**config.mk**
```make
export PLATFORM = sky130hd
export DESIGN_NAME = mbx_irq
export DESIGN_NICKNAME = d
export VERILOG_FILES = /design/src/rtl/mbx_irq_pkg.sv /design/src/rtl/mbx_port_decode.sv /design/src/rtl/mbx_irq_flag.sv /design/src/rtl/mbx_irq.sv
export SDC_FILE = /design/constraint.sdc
export NUM_CORES = 1
export LEC_CHECK = 0
export CAP_MARGIN = 20
export CORE_AREA = 2 2 39 41
export CTS_CLUSTER_SIZE = 28
export DETAILED_ROUTE_END_ITERATION = 6
export DIE_AREA = 0 0 41 43
export PLACE_DENSITY = 0.63
export RECOVER_POWER = 50
export SYNTH_ARGS = -nofsm -noshare
export SYNTH_HDL_FRONTEND = slang
export SYNTH_SLANG_ARGS = --single-unit
export TNS_END_PERCENT = 20
```
**constraint.sdc**
```tcl
create_clock -name clk -period 1.1 [get_ports clk]
set_clock_uncertainty 0.2 [all_clocks]
set_input_delay 0.11 -clock clk [delete_from_list [all_inputs] [get_ports clk]]
set_output_delay 0.11 -clock clk [all_outputs]
set_load 0.05 [all_outputs]
```
**src/rtl/mbx_irq_pkg.sv**
```systemverilog
// Package: shared constants for the mailbox interrupt block.
// Assumes exactly two ports, index 0 = left, index 1 = right.
package mbx_irq_pkg;
    localparam int unsigned NUM_PORTS = 2;
    localparam int unsigned PORT_L    = 0;
    localparam int unsigned PORT_R    = 1;

    // Distance of a port's mailbox below the all-ones address.
    function automatic int unsigned mbx_offset(input int unsigned owner);
        return (owner == PORT_R) ? 0 : 1;
    endfunction
endpackage

```
**src/rtl/mbx_port_decode.sv**
```systemverilog
// Module: per-port access decoder.
// Turns one port's access into two events:
//   - a request to clear this port's own interrupt (read of its own mailbox);
//   - a request to raise the partner's interrupt (write to the partner's mailbox).
// Assumes the strobe is high for exactly one cycle per access.
// Busy suppresses both events.
module mbx_port_decode
    import mbx_irq_pkg::*;
#(
    parameter int unsigned ADDR_W = 13,
    parameter int unsigned OWNER  = PORT_L
) (
    input  logic              clk,
    input  logic              rst_n,
    input  logic              stb_i,
    input  logic              wr_i,
    input  logic              busy_i,
    input  logic [ADDR_W-1:0] addr_i,
    output logic              own_rd_o,
    output logic              peer_wr_o
);
    localparam int unsigned     PEER      = NUM_PORTS - 1 - OWNER;
    localparam logic [ADDR_W-1:0] ALL_ONES  = {ADDR_W{1'b1}};
    // mailbox addresses derived from the address width
    localparam logic [ADDR_W-1:0] OWN_ADDR  = ALL_ONES - ADDR_W'(mbx_offset(OWNER));
    localparam logic [ADDR_W-1:0] PEER_ADDR = ALL_ONES - ADDR_W'(mbx_offset(PEER));

    logic granted;

    // Purpose: an access only counts when strobed and not held off by busy.
    always_comb begin
        granted   = stb_i && !busy_i;
        own_rd_o  = granted && !wr_i && (addr_i == OWN_ADDR);
        peer_wr_o = granted &&  wr_i && (addr_i == PEER_ADDR);
    end

    p_busy_blocks_r7: assert property (@(posedge clk) disable iff (!rst_n)
        busy_i |-> (!own_rd_o && !peer_wr_o));
    p_read_never_sets_r5: assert property (@(posedge clk) disable iff (!rst_n)
        !wr_i |-> !peer_wr_o);
    p_idle_no_event_r10: assert property (@(posedge clk) disable iff (!rst_n)
        !stb_i |-> (!own_rd_o && !peer_wr_o));
endmodule

```
**src/rtl/mbx_irq_flag.sv**
```systemverilog
// Module: one interrupt state bit with a registered active-low output.
// A raise wins over a clear in the same cycle.
// Reset leaves the interrupt pending.
module mbx_irq_flag (
    input  logic clk,
    input  logic rst_n,
    input  logic set_i,
    input  logic clr_i,
    output logic irq_n_o
);
    // Purpose: hold the interrupt; reset pending, set priority.
    always_ff @(posedge clk) begin
        if (!rst_n)
            irq_n_o <= 1'b0;
        else if (set_i)
            irq_n_o <= 1'b0;
        else if (clr_i)
            irq_n_o <= 1'b1;
    end

    p_set_wins_r9: assert property (@(posedge clk) disable iff (!rst_n)
        set_i |=> !irq_n_o);
    p_clear_releases_r4: assert property (@(posedge clk) disable iff (!rst_n)
        (clr_i && !set_i) |=> irq_n_o);
    p_hold_when_quiet_r6: assert property (@(posedge clk) disable iff (!rst_n)
        (!set_i && !clr_i) |=> $stable(irq_n_o));
endmodule

```
**src/rtl/mbx_irq.sv**
```systemverilog
// Module: top of the inter-port mailbox interrupt logic.
// Each port has one decoder. Each interrupt flag is raised by the partner's
// decoder and cleared by the owner's decoder. Mailbox storage and
// arbitration live outside this block.
module mbx_irq
    import mbx_irq_pkg::*;
#(
    parameter int unsigned ADDR_W = 13
) (
    input  logic              clk,
    input  logic              rst_n,
    input  logic              l_stb,
    input  logic              l_wr,
    input  logic [ADDR_W-1:0] l_addr,
    input  logic              l_busy,
    input  logic              r_stb,
    input  logic              r_wr,
    input  logic [ADDR_W-1:0] r_addr,
    input  logic              r_busy,
    output logic              l_irq_n,
    output logic              r_irq_n
);
    logic [NUM_PORTS-1:0] stb_v, wr_v, busy_v, clr_v, peer_set_v, irq_n_v;
    logic [ADDR_W-1:0]    addr_v [NUM_PORTS];

    // Purpose: gather the port pins into indexed vectors.
    always_comb begin
        stb_v          = {r_stb, l_stb};
        wr_v           = {r_wr, l_wr};
        busy_v         = {r_busy, l_busy};
        addr_v[PORT_L] = l_addr;
        addr_v[PORT_R] = r_addr;
        l_irq_n        = irq_n_v[PORT_L];
        r_irq_n        = irq_n_v[PORT_R];
    end

    for (genvar p = 0; p < NUM_PORTS; p++) begin : g_port
        mbx_port_decode #(
            .ADDR_W (ADDR_W),
            .OWNER  (p)
        ) i_dec (
            .clk       (clk),
            .rst_n     (rst_n),
            .stb_i     (stb_v[p]),
            .wr_i      (wr_v[p]),
            .busy_i    (busy_v[p]),
            .addr_i    (addr_v[p]),
            .own_rd_o  (clr_v[p]),
            .peer_wr_o (peer_set_v[p])
        );

        // the partner's write raises this port's flag.
        mbx_irq_flag i_flag (
            .clk     (clk),
            .rst_n   (rst_n),
            .set_i   (peer_set_v[NUM_PORTS-1-p]),
            .clr_i   (clr_v[p]),
            .irq_n_o (irq_n_v[p])
        );
    end
endmodule

```
==> summary.md <==
| Metric | Value |
|---|---|
| Status | `complete, no violations` |
| CTS Root Cell | `clkbuf_4` |
| Placed cells | `70` |
| VDD IR max | `0.353 mV` |
| I/O pin count | `36` |
| Critical path, cell by cell | `buf_6, nand4_1, or4_1, o211a_1` |
| Most flop-heavy register | `g_port.i_flag.irq_n_o` |
| Share of layout cells above drive strength 1 | `55.9%` |
| Kind of critical path | `primary input to flop` |
| Initial antenna violation count | `0` |
| DR WL/cell | `11.8 µm` |
| Vias per cell | `4.61` |
| Gr usage total | `10.1%` |
| Worst path slowest cell | `or4_1` |
| Area of the multi-input gates | `128 µm²` |
| Gpl congestion | `0.541` |
| Deepest clock path buffer count | `2` |
| Cell family with most CP delay | `simple AND/OR/NAND/NOR gates` |
| Post-synthesis net count | `52` |
| CTS clock-pin slew for the worst setup and hold paths | `30 ps` |
| ANT nets after route | `0` |
| Syn Area/Cell | `9.31 µm²` |
| Die width | `41 µm` |
| Sequential cell area | `40.0 µm²` |
| Worst min path class | `primary input to flop` |
| Synth unique cells | `7` |
| Die ar. | `1760 µm²` |
| Area Overhead vs Synth | `200%` |
| Skew-Pair Late Insertion Delay | `210 ps` |
| Largest registers | `g_port.i_flag.irq_n_o: 2 flops` |
| Row count | `14` |
| CTS buffer count | `3` |
| Critical path startpoint category | `primary input` |
| Nets@finish | `95` |
| Synth Register Bits | `2` |
| Largest register FFs | `2` |
| Die Y | `43 µm` |
| Total grt overflow | `0` |
| CP Max Fanout | `2` |
| Starting Density | `12.1%` |
| Worst setup margin | `10.3 ps` |
| Final period util | `99.1%` |
| CTS tree | `built` |
| Unrepaired setup endpoints after global routing | `true` |
| Worst-Margin Slew | `282 ps` |
| Maxcap violations | `0` |
| Cts hold-fix bufs | `0` |
| Final Non-Filler Cells | `75` |
| DRT Wirelength | `883 µm` |
| CP arrival | `990 ps` |
| Drt pass-1 iters | `1` |
| Yosys warning total | `0` |
| Iteration-0 DRC Markers | `0` |
| CP Buf/Inv Count | `1` |
| Final Critical Period | `1090 ps` |
| Diodes inserted | `0` |
| Final Hold Viols | `0` |
| Htree depth | `1` |
| FMAX | `0.918 GHz` |
| Critical path endpoint category | `flop` |
| Critical Path Max Stage Delay | `550 ps` |
| Core area | `1380 µm²` |
| Post-DP HPWL | `755 µm` |
| Pre-CTS setup slack | `-580 ps` |
| WHS | `126 ps` |
| Total clock sinks | `2` |
| P_leak | `0.246 nW` |
| Buffers on Ports | `35` |
| First-pass GRT wire length | `1210 µm` |
| Via count | `346` |
| Critical Path RT | `1010 ps` |
| Fillers | `176` |
| Slew HR | `81.1%` |
| # DRC | `0` |
| Max Transition Viols Final | `0` |
| PwrDens | `636 nW/µm²` |
| Largest net degree at the start of global routing | `3` |
| Setup Viol. Count Final | `0` |
| Number of global-route vias before repair | `357` |
| Synth Cell Area | `168 µm²` |
| Sequential cell area fraction in the yosys report | `23.9%` |
| Cells after synthesis | `18` |
-- metal layers --
| layer | vias to the layer above | global-route usage, % | part of all wire, % |
|---|---|---|---|
| met5 | - | 0 | 0 |
| met3 | 0 | 5.24 | 20 |
| li1 | 168 | - | - |
| met1 | 155 | 7.96 | 35 |
| met4 | 0 | 4.00 | 0 |
| met2 | 23 | 18.8 | 45 |
-- final cells by class --
| class | count | share of cell area [%] |
|---|---|---|
| well taps | 16 | 3.98 |
| repair buffers | 38 | 58.2 |
| multi-input cells | 16 | 25.4 |
| flip-flops and latches | 2 | 7.96 |
| clock buffers | 3 | 4.48 |
-- path summary, 6_finish.rpt --
kind,from,endpoint,slack [ps],depth (start not counted)
max reg2reg,g_port[1].i_flag.irq_n_o,g_port[1].i_flag.irq_n_o,230,1
min,r_addr[0],g_port[0].i_flag.irq_n_o,130,4
min reg2reg,g_port[0].i_flag.irq_n_o,g_port[0].i_flag.irq_n_o,370,1
max,l_addr[5],g_port[1].i_flag.irq_n_o,10,4
-- kinds of logic (layout without fill, tap and decap cells) --
group,after synthesis,after routing,synth area share (%)
compound gates,2,2,11.9
buf+inv,0,41,0
flops,2,2,23.9
simple gates,14,14,64.2
-- timing repair --
action	CTS	global route
setup endpoints to repair	2	2
gates resized for setup	79	15
buffers inserted	2	0
pin swaps	11	5
-- synth_stat cells --
cell       number  share of area (%)
nor4_1          2                7.5
o211a_1         2                 12
nand4b_1        1                5.2
dfxtp_1         2                 24
nand4bb_1       3                 20
or4_1           2                9.0
nand4_1         6                 22
-- placed cells by master, fill, tap and decap left out, types with 2 or more instances in the layout --
| cell type | count |
|---|---|
| buf_4 | 3 |
| o211a_1 | 2 |
| nand4_1 | 6 |
| dlygate4sd2_1 | 5 |
| clkdlybuf4s15_1 | 2 |
| or4_1 | 2 |
| dfxtp_1 | 2 |
| buf_6 | 5 |
| buf_12 | 2 |
| clkbuf_4 | 3 |
| buf_2 | 13 |
| nor4_1 | 2 |
| nand4bb_1 | 3 |
| clkbuf_2 | 7 |
-- power by group --
| part | total, W | internal [W] | switching (W) |
|---|---|---|---|
| sequential | 0.0000732 | 0.0000732 | 0.00000000226 |
| combinational | 0.0000925 | 0.0000689 | 0.0000236 |
| clock | 0.000154 | 0.000120 | 0.0000346 |
| total | 0.000320 | 0.000262 | 0.0000583 |
-- metrics by stage --
| step | TNS [ps] | power [W] | instance area [µm²] | util, % |
|---|---|---|---|---|
| finish | 0 | 0.000320 | 503 | 36.3 |
| global route | -24.8 | 0.000345 | 503 | 36.3 |
| CTS | -15.0 | 0.000329 | 526 | 38.0 |
| detailed placement | -1150 | 0.000207 | 566 | 40.9 |
| global placement | -1130 | 0.000206 | 566 | 40.9 |
| floorplan | -97.8 | 0.0000846 | 168 | - |
Power figures use the tool's default switching activity.
